--- src/rtl/cvt_seq_pkg.sv ---
package cvt_seq_pkg;
  typedef enum logic [1:0] {
    ST_CONV  = 2'd0,
    ST_SLEEP = 2'd1,
    ST_DOUT  = 2'd2
  } seq_state_t;

  localparam int FLAG_BITS = 4;
endpackage

--- src/rtl/cvt_sync_edge.sv ---
module cvt_sync_edge #(
  parameter logic INIT = 1'b0,
  parameter bit   RISE = 1'b1
) (
  input  logic clk,
  input  logic rst_n,
  input  logic d,
  output logic q,
  output logic edge_o
);
  logic s1, s2, s3;

  always_ff @(posedge clk or negedge rst_n) begin
    if (!rst_n) begin
      s1 <= INIT;
      s2 <= INIT;
      s3 <= INIT;
    end else begin
      s1 <= d;
      s2 <= s1;
      s3 <= s2;
    end
  end

  assign q = s2;

  generate
    if (RISE) begin : g_rise
      assign edge_o = s2 & ~s3;
    end else begin : g_fall
      assign edge_o = ~s2 & s3;
    end
  endgenerate
endmodule

--- src/rtl/cvt_conv_timer.sv ---
module cvt_conv_timer #(
  parameter int CYCLES = 2048
) (
  input  logic clk,
  input  logic rst_n,
  input  logic start,
  output logic done
);
  localparam int CW = (CYCLES > 2) ? $clog2(CYCLES) : 1;
  localparam logic [CW-1:0] RELOAD = CW'(CYCLES - 1);

  logic [CW-1:0] cnt;
  logic          busy;

  always_ff @(posedge clk or negedge rst_n) begin
    if (!rst_n) begin
      cnt  <= RELOAD;
      busy <= 1'b1;
    end else if (start) begin
      cnt  <= RELOAD;
      busy <= 1'b1;
    end else if (busy) begin
      if (cnt == '0) busy <= 1'b0;
      else           cnt  <= cnt - 1'b1;
    end
  end

  assign done = busy && (cnt == '0);
endmodule

--- src/rtl/cvt_frame_shifter.sv ---
module cvt_frame_shifter #(
  parameter int W = 24
) (
  input  logic         clk,
  input  logic         rst_n,
  input  logic         load,
  input  logic [W-1:0] word,
  input  logic         shift,
  output logic         msb
);
  logic [W-1:0] sr;

  always_ff @(posedge clk or negedge rst_n) begin
    if (!rst_n)     sr <= '0;
    else if (load)  sr <= word;
    else if (shift) sr <= {sr[W-2:0], 1'b1};
  end

  assign msb = sr[W-1];
endmodule

--- src/rtl/cvt_out_seq.sv ---
module cvt_out_seq
  import cvt_seq_pkg::*;
#(
  parameter int DATA_W      = 20,
  parameter int CONV_CYCLES = 2048
) (
  input  logic              clk,
  input  logic              rst_n,
  input  logic              cs_n,
  input  logic              sck,
  input  logic [DATA_W-1:0] res_data,
  input  logic              res_sign,
  input  logic              res_over,
  output logic              sdo,
  output logic              sdo_oe,
  output logic              converting
);
  localparam int FRAME_W = DATA_W + FLAG_BITS;
  localparam int BC_W    = $clog2(FRAME_W);
  localparam logic [BC_W-1:0] LAST_BIT = BC_W'(FRAME_W - 1);
  localparam logic [1:0] SYNC_INIT = 2'b10;  // [1] chip select idles high, [0] sck idles low
  localparam logic [1:0] SYNC_RISE = 2'b10;  // chip select: rising edge; sck: falling edge

  logic [1:0] raw_in, syn_q, syn_edge;
  assign raw_in = {cs_n, sck};

  generate
    for (genvar g = 0; g < 2; g++) begin : g_sync
      cvt_sync_edge #(.INIT(SYNC_INIT[g]), .RISE(SYNC_RISE[g])) u_sync (
        .clk(clk), .rst_n(rst_n), .d(raw_in[g]), .q(syn_q[g]), .edge_o(syn_edge[g])
      );
    end
  endgenerate

  logic cs_s, cs_rise, sck_fall;
  assign cs_s     = syn_q[1];
  assign cs_rise  = syn_edge[1];
  assign sck_fall = syn_edge[0];

  seq_state_t      state;
  logic [BC_W-1:0] bit_cnt;
  logic            first_q;
  logic            in_dout, tm_done, restart, ld, sh, sh_msb;
  logic [FRAME_W-1:0] cap_word;

  assign in_dout = (state == ST_DOUT);
  assign restart = in_dout && (cs_rise || (sck_fall && bit_cnt == LAST_BIT));
  assign ld      = (state == ST_CONV) && tm_done;
  assign sh      = in_dout && sck_fall && !cs_rise;

  always_comb begin
    if (first_q) cap_word = {3'b000, 1'b1, {DATA_W{1'b0}}};
    else         cap_word = {2'b00, res_sign, res_over, res_data};
  end

  cvt_conv_timer #(.CYCLES(CONV_CYCLES)) u_timer (
    .clk(clk), .rst_n(rst_n), .start(restart), .done(tm_done)
  );

  cvt_frame_shifter #(.W(FRAME_W)) u_shift (
    .clk(clk), .rst_n(rst_n), .load(ld), .word(cap_word), .shift(sh), .msb(sh_msb)
  );

  always_ff @(posedge clk or negedge rst_n) begin
    if (!rst_n) begin
      state   <= ST_CONV;
      bit_cnt <= '0;
      first_q <= 1'b1;
    end else begin
      unique case (state)
        ST_CONV: if (tm_done) begin
          state   <= ST_SLEEP;
          first_q <= 1'b0;
        end
        ST_SLEEP: if (!cs_s) begin
          state   <= ST_DOUT;
          bit_cnt <= '0;
        end
        ST_DOUT: begin
          if (restart)       state   <= ST_CONV;
          else if (sck_fall) bit_cnt <= bit_cnt + 1'b1;
        end
        default: state <= ST_CONV;
      endcase
    end
  end

  assign converting = (state == ST_CONV);
  assign sdo_oe     = ~cs_s;
  assign sdo        = sdo_oe & (in_dout ? sh_msb : converting);
endmodule

--- config.mk ---
export PLATFORM = sky130hd
export DESIGN_NAME = cvt_out_seq
export DESIGN_NICKNAME = d
export VERILOG_FILES = /design/src/rtl/cvt_seq_pkg.sv /design/src/rtl/cvt_sync_edge.sv /design/src/rtl/cvt_conv_timer.sv /design/src/rtl/cvt_frame_shifter.sv /design/src/rtl/cvt_out_seq.sv
export SDC_FILE = /design/constraint.sdc
export NUM_CORES = 1
export LEC_CHECK = 0
export BUFFER_PORTS_ARGS = -buffer_cell sky130_fd_sc_hd__buf_2
export CAP_MARGIN = 20
export CORE_UTILIZATION = 50
export DETAILED_ROUTE_END_ITERATION = 6
export PLACE_DENSITY_LB_ADDON = 0.15
export SLEW_MARGIN = 20
export SYNTH_ARGS = -nofsm -noshare
export SYNTH_HDL_FRONTEND = slang
export SYNTH_SLANG_ARGS = --single-unit
export TNS_END_PERCENT = 5
--- constraint.sdc ---
create_clock -name clk -period 3.2 [get_ports clk]
set_input_delay 0.32 -clock clk [delete_from_list [all_inputs] [get_ports clk]]
set_output_delay 0.32 -clock clk [all_outputs]
set_load 0.02 [all_outputs]
==> run summary <==
First-pass GRT wire length -> 7980 um
Area after DPL -> 2670 um^2
Commonest cells after routing, fill and taps aside -> dfrtp_1, buf_2, nand2_1, and2_1, a211o_1
Synth async-reset ratio -> 1.00
Vias/cell -> 5.40
F_max -> 0.448 GHz
CP Class -> flip-flop to flip-flop
Power Dens Cells -> 387 nW/um^2
Max transition margin -> 0.620
Yosys top cell area share -> 0.342
Outcome -> completed
Die height -> 72.5 um
Register area -> 1270 um^2
Number of max-cap violations -> 0
Initial Utilization -> 0.523
Clk sinks -> 50
Die W -> 72.5 um
DRC Markers -> 0
Dpl hpwl -> 2970 um
WP data arrival -> 2.48 ns
Die ar. -> 5260 um^2
Met1 Use GR -> 0.265
R2r startpoint -> u_timer.cnt[0]$_DFFE_PN1P_
Critical-path top delay cell -> nor2_4
Clock Root Buffer -> clkbuf_8
Worst hold path class -> primary input to async pin
Finish-stage setup viols -> 0
Detailed Routing Iterations Pass 1 -> 4
Gate Count Post-Synth -> 225
Grt met3 use -> 0.0458
Worst Tran Pin Value -> 0.570 ns
Vias in the first global route -> 1772
Nets@finish -> 282
R2r endpoint -> u_shift.sr[11]$_DFFE_PN0P_
Crit path capture type -> flip-flop
CP cell instances -> inv_1 > ha_1 > nor4b_4 > nand4_4 > nor2_4 > a211o_1
# Post-CTS Setup Buffers -> 0
GR peak layer -> met2
Count of different cell masters after synthesis -> 46
Avg Cell Area, Syn -> 11.1 um^2
Post-Route Setup TNS -> 0 ns
CP max FO -> 27
Grt ovf -> 0
Clk_skew -> 0.00286 ns
Antenna Cells -> 0
CP Data Required Time -> 3.45 ns
Hold Fails Final Rpt -> 0
Final worst path period need -> 2.23 ns
Hold buffer count at cts -> 0
TritonCTS clock tree -> built
Crit path launch type -> flip-flop
Gpl congestion -> 0.793
I/O Pins -> 29
Grt met2 use -> 0.309
Static Leak -> 0.00149 uW
Crit path to -> u_shift.sr[11]$_DFFE_PN0P_
Remaining antenna violation count -> 0
RSZ-0062 raised after global routing -> false
Buf+Inv Stages, Crit Path -> 1
Top cells by area, synth -> dfrtp_1, dfstp_2, a211o_1
Clock-pin slew on the worst setup and hold paths -> 0.09 ns
H-tree depth -> 2
Cell Rows -> 25
Syn nets -> 254
Overall Global Routing Usage -> 0.196
Leading area contributor after synthesis -> dfrtp_1
Primary FF master, synth -> dfrtp_1
Yosys reg bits -> 50
Final Max Tran Viols -> 0
Post_cts resized -> 0
Max rail drop VDD -> 207 uV
Worst-Skew Late Latency -> 0.30 ns
Post-synthesis cell area -> 2490 um^2
Post-synth EDFFs -> 0
Worst reg-to-reg path cell count -> 6
Core Region -> 4750 um^2
Final Cell Area -> 2770 um^2
Via count -> 1735
Multi-input logic area -> 1140 um^2
Buffers on Ports -> 28
Drt first-iter violations -> 112
CP max stage delay -> 0.51 ns
WL per Instance -> 14.1 um
CP top delay family -> simple AND/OR/NAND/NOR gates
Share of layout cells above drive strength 1 -> 0.299
Sequential share of the synthesized area -> 0.511
Reg2Reg Setup Slack -> 0.97 ns
Fillers -> 436
Clock Path Buffers -> 2
Pin count of the biggest net entering global routing -> 47
Final worst-path cycle share -> 0.698
Critical Path Start -> u_timer.cnt[0]$_DFFE_PN1P_
Critical path depth in cells -> 6
Antenna violations before repair -> 0
Yosys warning total -> 0
P&R area growth vs syn -> 11.4%
Commonest non-fill, non-tap cell in the layout -> dfrtp_1
Final WL -> 4520 um
CTS Buf Count -> 5
==> logic make-up (layout without fill, tap and decap cells) <==
kind of cell | count (synthesis) | after routing | synth area share
simple gates | 103 | 103 | 0.271
flops | 50 | 50 | 0.511
compound gates | 44 | 44 | 0.129
buf+inv | 14 | 43 | 0.0322
mux | 6 | 6 | 0.0241
xor+xnor | 5 | 5 | 0.0176
fa+ha+maj | 3 | 3 | 0.0151
==> registers in the layout, summed over array words and instances, names as in the netlist <==
register and cells:
first_q 1, bit_cnt 5, u_timer.cnt 11, u_timer.busy 1, g_sync.u_sync.q 2, state 2, g_sync.u_sync.s1 2, u_shift.sr 24
g_sync.u_sync.s3 2
==> where the power goes <==
group	leakage [uW]	switching, uW	total (uW)	internal (uW)
registers	0.000632	2.04	640	638
clock network	0.0000478	218	396	178
logic	0.000807	21.6	36.2	14.7
total	0.00149	242	1070	831
==> metrics by stage <==
step / total power, uW / utilization / hold WS [ns] / instances / setup slack (ns)
after global placement: 689 / 0.562 / 0.332 / 313 / 1.03
after floorplan: 658 / - / 0.0244 / 225 / 1.36
after global routing: 1120 / 0.583 / 0.0470 / 321 / 0.752
final: 1070 / 0.583 / 0.00225 / 321 / 0.966
after CTS: 1090 / 0.582 / 0.0868 / 321 / 0.927
after detailed placement: 690 / 0.562 / 0.339 / 313 / 0.928
==> final cells by class <==
cell class,instances,area share
clock inverter,2,0.00587
sequential,50,0.459
clock buffer,6,0.0298
inverter,5,0.00677
multi-input combinational,161,0.412
timing repair buffer,30,0.0569
tap,67,0.0302
==> how the worst min path moves through the flow <==
| stage | cells after the start | slack, ns | endpoint |
|---|---|---|---|
| 4_1_cts | 1 | 0.09 | g_sync[1].u_sync.s1$_DFF_PN1_ |
| 5_1_grt | 1 | 0.05 | bit_cnt[3]$_DFFE_PN0P_ |
| 3_5_place_dp | 0 | 0.34 | g_sync[0].u_sync.q$_DFF_PN0_ |
| 6_report | 1 | 0.002 | u_shift.sr[16]$_DFFE_PN0P_ |
| 2_1_floorplan | 0 | 0.02 | bit_cnt[0]$_DFFE_PN0P_ |
| 3_3_place_gp | 0 | 0.33 | g_sync[0].u_sync.q$_DFF_PN0_ |
==> worst register-to-register path: stages (launching register included) <==
cell and delay [ns]:
dfstp_2 0.38, inv_1 0.10, ha_1 0.20, nor4b_4 0.40
nand4_4 0.39, nor2_4 0.51, a211o_1 0.20
==> cell usage after synthesis, types with 5 or more instances <==
| master | instances |
|---|---|
| nor2_1 | 7 |
| and3_2 | 6 |
| and3_1 | 16 |
| mux2i_1 | 6 |
| inv_1 | 5 |
| dfstp_2 | 16 |
| nand2_1 | 20 |
| dfrtp_1 | 34 |
| and2_1 | 19 |
| o21ai_0 | 5 |
| a211o_1 | 19 |
| a21oi_1 | 8 |
==> per-layer routing <==
layer	vias up	wire (um)
li1	871	-
met1	826	2220
met2	31	2080
met3	7	170
met4	0	57
met5	-	0
Power figures use the tool's default switching activity.
